File: src/rtl/ssp_pkg.sv
package ssp_pkg;
  localparam int STATES = 6;
  localparam int PHASES = 2;
  localparam int SLOTS  = STATES * PHASES;
  localparam int SLOT_W = $clog2(SLOTS);

  typedef logic [SLOT_W-1:0] slot_t;

  // slot index of a given state (1..STATES) and phase (1..PHASES)
  function automatic slot_t slot_of(input int st, input int ph);
    return slot_t'((st - 1) * PHASES + (ph - 1));
  endfunction

  localparam slot_t SL_END    = slot_of(1, 1);       // flags set, shifting ends
  localparam slot_t SL_LO_BEG = slot_of(3, 1);       // shift clock low from here
  localparam slot_t SL_LO_END = slot_of(5, 2);       // ... up to here
  localparam slot_t SL_SAMPLE = slot_of(5, 2);       // serial input sampled
  localparam slot_t SL_SHIFT  = slot_of(6, 2);       // shift registers move
  localparam slot_t SL_LAST   = slot_t'(SLOTS - 1);

  typedef enum logic [1:0] {TX_IDLE, TX_PEND, TX_ARM, TX_RUN} tx_stage_e;
  typedef enum logic [1:0] {RX_IDLE, RX_ARM, RX_LOAD, RX_RUN} rx_stage_e;
endpackage

File: src/rtl/ssp_timing.sv
module ssp_timing
  import ssp_pkg::*;
(
  input  logic  clk,
  input  logic  rst_n,
  output slot_t slot_o
);
  slot_t slot_q, slot_d;

  always_comb begin
    slot_d = (slot_q == SL_LAST) ? '0 : slot_q + 1'b1;
  end

  always_ff @(posedge clk or negedge rst_n) begin
    if (!rst_n) slot_q <= '0;
    else        slot_q <= slot_d;
  end

  assign slot_o = slot_q;

  a_r1_slot_range: assert property (@(posedge clk) disable iff (!rst_n)
    slot_q <= SL_LAST);
endmodule

File: src/rtl/ssp_tx.sv
module ssp_tx
  import ssp_pkg::*;
#(
  parameter int DATA_W = 8
) (
  input  logic              clk,
  input  logic              rst_n,
  input  slot_t             slot_i,
  input  logic              wr_i,
  input  logic [DATA_W-1:0] wdata_i,
  input  logic              rx_busy_i,
  input  logic              ti_clr_i,
  output logic              busy_o,
  output logic              send_o,
  output logic              sd_o,
  output logic              ti_o
);
  localparam int SR_W = DATA_W + 1;

  tx_stage_e       stage_q, stage_d;
  logic [SR_W-1:0] shreg_q, shreg_d;
  logic            last_q, last_d;
  logic            sd_q, sd_d;
  logic            ti_q, ti_d;
  logic            ti_set;
  logic            at_shift, at_end, accept;

  always_comb begin
    at_shift = (slot_i == SL_SHIFT);
    at_end   = (slot_i == SL_END);
    accept   = wr_i && (stage_q == TX_IDLE) && !rx_busy_i;
    stage_d  = stage_q;
    shreg_d  = shreg_q;
    last_d   = last_q;
    sd_d     = sd_q;
    ti_set   = 1'b0;
    unique case (stage_q)
      TX_IDLE: if (accept) begin
        shreg_d = {1'b1, wdata_i};            // marker above the MSB
        stage_d = at_shift ? TX_ARM : TX_PEND;
      end
      TX_PEND: if (at_shift) stage_d = TX_ARM;
      TX_ARM: if (at_shift) begin
        stage_d = TX_RUN;
        sd_d    = shreg_q[0];
      end
      TX_RUN: begin
        if (at_shift && !last_q) begin
          shreg_d = {1'b0, shreg_q[SR_W-1:1]};
          if (shreg_q[SR_W-1:2] == '0) last_d = 1'b1;   // marker next to MSB
          else                         sd_d   = shreg_q[1];
        end
        if (at_end && last_q) begin
          stage_d = TX_IDLE;
          last_d  = 1'b0;
          ti_set  = 1'b1;
        end
      end
      default: stage_d = TX_IDLE;
    endcase
    ti_d = ti_set ? 1'b1 : (ti_clr_i ? 1'b0 : ti_q);
  end

  always_ff @(posedge clk or negedge rst_n) begin
    if (!rst_n) begin
      stage_q <= TX_IDLE;
      shreg_q <= '0;
      last_q  <= 1'b0;
      sd_q    <= 1'b1;
      ti_q    <= 1'b0;
    end else begin
      stage_q <= stage_d;
      shreg_q <= shreg_d;
      last_q  <= last_d;
      sd_q    <= sd_d;
      ti_q    <= ti_d;
    end
  end

  assign busy_o = (stage_q != TX_IDLE);
  assign send_o = (stage_q == TX_RUN);
  assign sd_o   = sd_q;
  assign ti_o   = ti_q;

  // the flag rises only as shifting ends
  a_r4_ti_at_send_end: assert property (@(posedge clk) disable iff (!rst_n)
    $rose(ti_q) |-> $fell(send_o));
  // the output bit moves only on the shift slot
  a_r2_sd_steady: assert property (@(posedge clk) disable iff (!rst_n)
    (send_o && slot_i != SL_END) |-> $stable(sd_q));
  // a write while busy leaves the shift register alone
  a_r5_busy_write_dropped: assert property (@(posedge clk) disable iff (!rst_n)
    (wr_i && stage_q != TX_IDLE && (stage_q != TX_RUN || !at_shift)) |=> $stable(shreg_q));
endmodule

File: src/rtl/ssp_rx.sv
module ssp_rx
  import ssp_pkg::*;
#(
  parameter int DATA_W = 8
) (
  input  logic              clk,
  input  logic              rst_n,
  input  slot_t             slot_i,
  input  logic              rx_en_i,
  input  logic              tx_req_i,
  input  logic              sd_i,
  input  logic              ri_clr_i,
  output logic              busy_o,
  output logic              recv_o,
  output logic [DATA_W-1:0] buf_o,
  output logic              ri_o
);
  rx_stage_e         stage_q, stage_d;
  logic [DATA_W-1:0] shreg_q, shreg_d;
  logic [DATA_W-1:0] buf_q, buf_d;
  logic              smp_q, smp_d;
  logic              last_q, last_d;
  logic              ri_q, ri_d;
  logic              ri_set;
  logic              at_shift, at_end;

  always_comb begin
    at_shift = (slot_i == SL_SHIFT);
    at_end   = (slot_i == SL_END);
    stage_d  = stage_q;
    shreg_d  = shreg_q;
    buf_d    = buf_q;
    smp_d    = smp_q;
    last_d   = last_q;
    ri_set   = 1'b0;
    unique case (stage_q)
      RX_IDLE: if (at_shift && rx_en_i && !ri_q && !tx_req_i) stage_d = RX_ARM;
      RX_ARM: if (at_shift) begin
        shreg_d = {1'b0, {(DATA_W-1){1'b1}}};  // zero marker at the entry end
        stage_d = RX_LOAD;
      end
      RX_LOAD: if (at_end) stage_d = RX_RUN;
      RX_RUN: begin
        if (slot_i == SL_SAMPLE) smp_d = sd_i;
        if (at_shift && !last_q) begin
          shreg_d = {smp_q, shreg_q[DATA_W-1:1]};
          if (!shreg_q[0]) begin                  // marker reached the far end
            last_d = 1'b1;
            buf_d  = {smp_q, shreg_q[DATA_W-1:1]};
          end
        end
        if (at_end && last_q) begin
          stage_d = RX_IDLE;
          last_d  = 1'b0;
          ri_set  = 1'b1;
        end
      end
      default: stage_d = RX_IDLE;
    endcase
    ri_d = ri_set ? 1'b1 : (ri_clr_i ? 1'b0 : ri_q);
  end

  always_ff @(posedge clk or negedge rst_n) begin
    if (!rst_n) begin
      stage_q <= RX_IDLE;
      shreg_q <= '0;
      buf_q   <= '0;
      smp_q   <= 1'b0;
      last_q  <= 1'b0;
      ri_q    <= 1'b0;
    end else begin
      stage_q <= stage_d;
      shreg_q <= shreg_d;
      buf_q   <= buf_d;
      smp_q   <= smp_d;
      last_q  <= last_d;
      ri_q    <= ri_d;
    end
  end

  assign busy_o = (stage_q != RX_IDLE);
  assign recv_o = (stage_q == RX_RUN);
  assign buf_o  = buf_q;
  assign ri_o   = ri_q;

  // the flag rises only as receiving ends
  a_r8_ri_at_recv_end: assert property (@(posedge clk) disable iff (!rst_n)
    $rose(ri_q) |-> $fell(recv_o));
  // a pending flag blocks a new receive
  a_r9_ri_blocks_start: assert property (@(posedge clk) disable iff (!rst_n)
    (stage_q == RX_IDLE && ri_q) |=> (stage_q == RX_IDLE));
  // transmit activity holds the receiver idle
  a_r10_tx_blocks_start: assert property (@(posedge clk) disable iff (!rst_n)
    (stage_q == RX_IDLE && tx_req_i) |=> (stage_q == RX_IDLE));
endmodule

File: src/rtl/ssp_sync_port.sv
module ssp_sync_port
  import ssp_pkg::*;
#(
  parameter int DATA_W = 8
) (
  input  logic              clk,
  input  logic              rst_n,
  input  logic              buf_wr,
  input  logic [DATA_W-1:0] buf_wdata,
  input  logic              rx_en,
  input  logic              ti_clr,
  input  logic              ri_clr,
  input  logic              sd_i,
  output logic              sd_o,
  output logic              sclk_o,
  output logic              send_act,
  output logic              recv_act,
  output logic              ti,
  output logic              ri,
  output logic [DATA_W-1:0] rx_buf
);
  logic [1:0] rst_sync_q;
  logic       rst_int_n;
  slot_t      slot;
  logic       tx_busy, rx_busy;
  logic       in_low_slots;

  // asynchronous assert, synchronous release
  always_ff @(posedge clk or negedge rst_n) begin
    if (!rst_n) rst_sync_q <= 2'b00;
    else        rst_sync_q <= {rst_sync_q[0], 1'b1};
  end
  assign rst_int_n = rst_sync_q[1];

  ssp_timing u_timing (
    .clk    (clk),
    .rst_n  (rst_int_n),
    .slot_o (slot)
  );

  ssp_tx #(.DATA_W(DATA_W)) u_tx (
    .clk       (clk),
    .rst_n     (rst_int_n),
    .slot_i    (slot),
    .wr_i      (buf_wr),
    .wdata_i   (buf_wdata),
    .rx_busy_i (rx_busy),
    .ti_clr_i  (ti_clr),
    .busy_o    (tx_busy),
    .send_o    (send_act),
    .sd_o      (sd_o),
    .ti_o      (ti)
  );

  ssp_rx #(.DATA_W(DATA_W)) u_rx (
    .clk      (clk),
    .rst_n    (rst_int_n),
    .slot_i   (slot),
    .rx_en_i  (rx_en),
    .tx_req_i (tx_busy || buf_wr),
    .sd_i     (sd_i),
    .ri_clr_i (ri_clr),
    .busy_o   (rx_busy),
    .recv_o   (recv_act),
    .buf_o    (rx_buf),
    .ri_o     (ri)
  );

  assign in_low_slots = (slot >= SL_LO_BEG) && (slot <= SL_LO_END);
  assign sclk_o       = !((send_act || recv_act) && in_low_slots);

  // one direction at a time
  a_r10_half_duplex: assert property (@(posedge clk) disable iff (!rst_int_n)
    !(send_act && recv_act));
  // the clock line idles high
  a_r3_sclk_idle_high: assert property (@(posedge clk) disable iff (!rst_int_n)
    !sclk_o |-> (send_act || recv_act));
endmodule

File: config.mk
export PLATFORM = sky130hd
export DESIGN_NAME = ssp_sync_port
export DESIGN_NICKNAME = d
export VERILOG_FILES = /design/src/rtl/ssp_pkg.sv /design/src/rtl/ssp_timing.sv /design/src/rtl/ssp_tx.sv /design/src/rtl/ssp_rx.sv /design/src/rtl/ssp_sync_port.sv
export SDC_FILE = /design/constraint.sdc
export NUM_CORES = 1
export LEC_CHECK = 0
export BUFFER_PORTS_ARGS = -buffer_cell sky130_fd_sc_hd__buf_2
export CORE_MARGIN = 2
export CORE_UTILIZATION = 61
export CTS_CLUSTER_SIZE = 24
export DETAILED_ROUTE_END_ITERATION = 8
export PLACE_DENSITY = 0.8
export RECOVER_POWER = 25
export SLEW_MARGIN = 10
export SYNTH_ARGS = -nofsm -noshare
export SYNTH_HDL_FRONTEND = slang
export SYNTH_HIERARCHICAL = 1
export SYNTH_SLANG_ARGS = --single-unit
File: constraint.sdc
create_clock -name clk -period 2.65 [get_ports clk]
set_input_delay 0.3975 -clock clk [delete_from_list [all_inputs] [get_ports clk]]
set_output_delay 0.3975 -clock clk [all_outputs]
set_load 0.02 [all_outputs]
==> results.md <==
* Fmax at 481 MHz
* Clock share of power at 0.373
* Asr flop ratio synth at 1.00
* Worst R2R Path Depth at 7
* Final critical-path share of the clock period at 0.784
* Number of inserted diodes at 0
* Crit Path Max Fanout at 4
* H-tree depth at 2
* Post-Synthesis Net Count at 213
* Post-CTS Setup Bufs at 0
* R2R Path End: u_rx/stage_q[1]$_DFFE_PN0P_
* CP Launch Type: register
* Net Switching at 0.209 mW
* Tot GR Track Use at 0.218
* Largest family of logic cells by synthesized area: simple AND/OR/NAND/NOR gates
* Final hold vios at 0
* XOR/XNOR Fraction of Synth Area at 0
* Initial antenna violation count at 0
* Reg2reg setup slack at 0.57 ns
* Clock root cell: clkbuf_4
* CTS tree: built
* Core area at 3280 um^2
* Commonest non-fill, non-tap cell in the layout: dfrtp_1
* Setup Slack @ Placement at 0.569 ns
* Die Span X at 62.0 um
* Worst Path Arrival at 2.33 ns
* Setup TNS at 0 ns
* Via density at 5.52
* Area leader, netlist: dfrtp_1
* Slew HR at 0.657
* RSZ-0062 raised after global routing: no
* Seq/Total Area, Yosys at 0.501
* Area share of fa/ha/maj cells after synthesis at 0.0610
* Maxcap violations at 0
* Nets@finish at 246
* Internal Power at 0.836 mW
* Number of fill cells in the layout at 260
* Switching share of power at 0.200
* TritonCTS Buffers at 5
* Post-Synthesis Cells at 188
* Total DRC errors in the routed layout at 0
* Comb pwr share at 0.025
* Worst slew pin tran at 0.515 ns
* Routed len/inst at 14.2 um
* Post-synth EDFFs at 0
* Count of input and output buffers at 28
* Largest net degree at the start of global routing at 40
* Slew Limit Fails at 0
* Die ar. at 3840 um^2
* Area taken by flip-flops and latches at 1030 um^2
* CTS sink cnt at 41
* RR Startpoint: u_tx/stage_q[0]$_DFFE_PN0P_
* Fin crit period at 2.08 ns
* Clock-pin slew on the worst setup and hold paths at 0.12 ns
* Die height at 62.0 um
* Hold Crit Start: ti_clr
* Lkg Pwr at 1.18 nW
* Most area-consuming cells after synthesis: dfrtp_1, mux2_2, ha_1, inv_1, nand2_1
* Share of cells above drive strength 1 at 0.320
* Global-route wire length before repair at 6030 um
* Post-route ant nets at 0
* Starting Density at 0.624
* Yosys reg bits at 41
* Post-Syn Area at 2050 um^2
* Initial detailed-routing violation count at 72
* FP Rows at 21
* CP endpoint kind: register
* YS warnings at 6
* Sequential power share at 0.602
* WP data required at 2.90 ns
* Synth unique cells at 44
* WHS Endpoint: u_tx/ti_o$_DFFE_PN0P_
* I/O pins at 29
* Hold path cells at 2
* Final setup vio count at 0
* Grt total ovfl at 0
* Vias at 1,480
* Layout Skew at 0.0152 ns
* Area grow syn2layout at 13.1%
* Slack of the critical path at 0.573 ns
* Total Wirelength at 3800 um
* Syn Area/Cell at 10.9 um^2
* Compound-Gate Fraction of Synth Area at 0.112
* Mux contribution to synthesized area at 0.129
* Most frequent cells in the layout: dfrtp_1, buf_2, inv_1, mux2_2, nand2_1
* Vias in the first global route at 1,426
* Hold Crit Class: input pin to register
* Synth Area in Simple Gates at 0.143
* Clk_lat worst skew at 0.35 ns
* Maximum clock path buffer count at 2
* Status: completed
* Yosys top cell area share at 0.488
* Ys flop type: dfrtp_1
* WS Path Type: register to register
* PwrDens at 450 nW/um^2
* Worst vdd ir at 0.000353 V
* Multi-input gate area at 916 um^2
* DRT Pass-1 Iters at 4
* RD Place Congestion at 0.784
* DP Wirelength at 2800 um
==> final cells by class <==
| cell class | instances | share of cell area |
|---|---|---|
| clock buffers | 6 | 0.0178 |
| inverters | 21 | 0.0340 |
| multi-input cells | 121 | 0.395 |
| well taps | 46 | 0.0248 |
| repair buffers | 31 | 0.0707 |
| clock inverters | 2 | 0.0151 |
| flip-flops and latches | 41 | 0.443 |
==> critical path, stage by stage (launching register included) <==
cell and delay (ns):
dfrtp_1 0.42, inv_1 0.13, ha_1 0.18, inv_1 0.07, or2_2 0.28, o41ai_1 0.33, and4_4 0.29, mux2_4 0.30
==> routing by layer <==
metal	vias up	global-route usage	part of all wire
met3	7	0.0414	0.033
met4	0	0.112	0.016
met1	725	0.261	0.43
met2	30	0.374	0.52
li1	718	-	-
met5	-	0	0
==> registers in the layout, summed over array words and instances, names as in the netlist <==
| signal | count |
|---|---|
| u_rx/smp_q | 1 |
| u_rx/stage_q | 2 |
| u_rx/buf_o | 8 |
| u_tx/last_q | 1 |
| u_rx/last_q | 1 |
| u_tx/ti_o | 1 |
| u_tx/shreg_q | 9 |
| u_tx/stage_q | 2 |
| u_rx/shreg_q | 8 |
| rst_sync_q | 2 |
| u_rx/ri_o | 1 |
| u_tx/sd_o | 1 |
| u_timing/slot_o | 4 |
==> logic make-up (layout without fill, tap and decap cells) <==
| group | after synthesis | after routing |
|---|---|---|
| and+or+nand+nor | 50 | 50 |
| muxes | 23 | 23 |
| AOI/OAI and AO/OA | 37 | 37 |
| DFF | 41 | 41 |
| buffers and inverters | 26 | 60 |
| other | 1 | 1 |
| adders and majority gates | 10 | 10 |
==> cell usage after synthesis, types with 2 or more instances <==
master and number:
mux2_4 2, nand2_1 16, nand2b_1 4, nand3_1 4, dfrtp_1 40, o22ai_1 4
inv_1 21, a21oi_1 10, nor2_1 5, o21ai_1 2, mux2_2 20, o21ai_0 11
nor3_1 6, o21ai_2 3, ha_1 10, a31oi_1 2
==> per-stage QoR <==
stage,std cells,area (um^2),power (mW),utilization,hold slack (ns)
detailed placement,259,2230,0.667,0.680,0.183
global placement,259,2230,0.666,0.680,0.181
floorplan,188,2050,0.651,-,0.102
global route,268,2320,1.08,0.706,0.230
finish,268,2320,1.04,0.706,0.237
CTS,268,2320,1.06,0.707,0.220
==> worst max-delay path by stage <==
stage	startpoint	to	slack, ns	cells past startpoint
after detailed placement	u_tx/stage_q[0]$_DFFE_PN0P_	u_rx/stage_q[1]$_DFFE_PN0P_	0.57	7
after CTS	u_tx/stage_q[0]$_DFFE_PN0P_	u_rx/stage_q[1]$_DFFE_PN0P_	0.58	7
after global placement	u_tx/stage_q[0]$_DFFE_PN0P_	u_rx/stage_q[1]$_DFFE_PN0P_	0.68	7
after global routing	u_tx/stage_q[0]$_DFFE_PN0P_	u_rx/stage_q[1]$_DFFE_PN0P_	0.52	7
final	u_tx/stage_q[0]$_DFFE_PN0P_	u_rx/stage_q[1]$_DFFE_PN0P_	0.57	7
after floorplan	u_tx/stage_q[1]$_DFFE_PN0P_	u_tx/shreg_q[2]$_DFFE_PN0P_	0.71	5
==> power by group through the flow <==
stage               logic (mW)  registers, mW  clock network [mW]
floorplan              0.00209          0.649                   0
global placement        0.0248          0.641                   0
detailed placement      0.0257          0.641                   0
CTS                     0.0269          0.629               0.402
global route            0.0299          0.629               0.422
finish                  0.0256          0.629               0.390
==> repair_timing <==
item,4_1_cts,5_1_grt
hold buffers,1,0
endpoints found under the hold margin,2,0
resized for setup,0,0
Power figures use the tool's default switching activity.
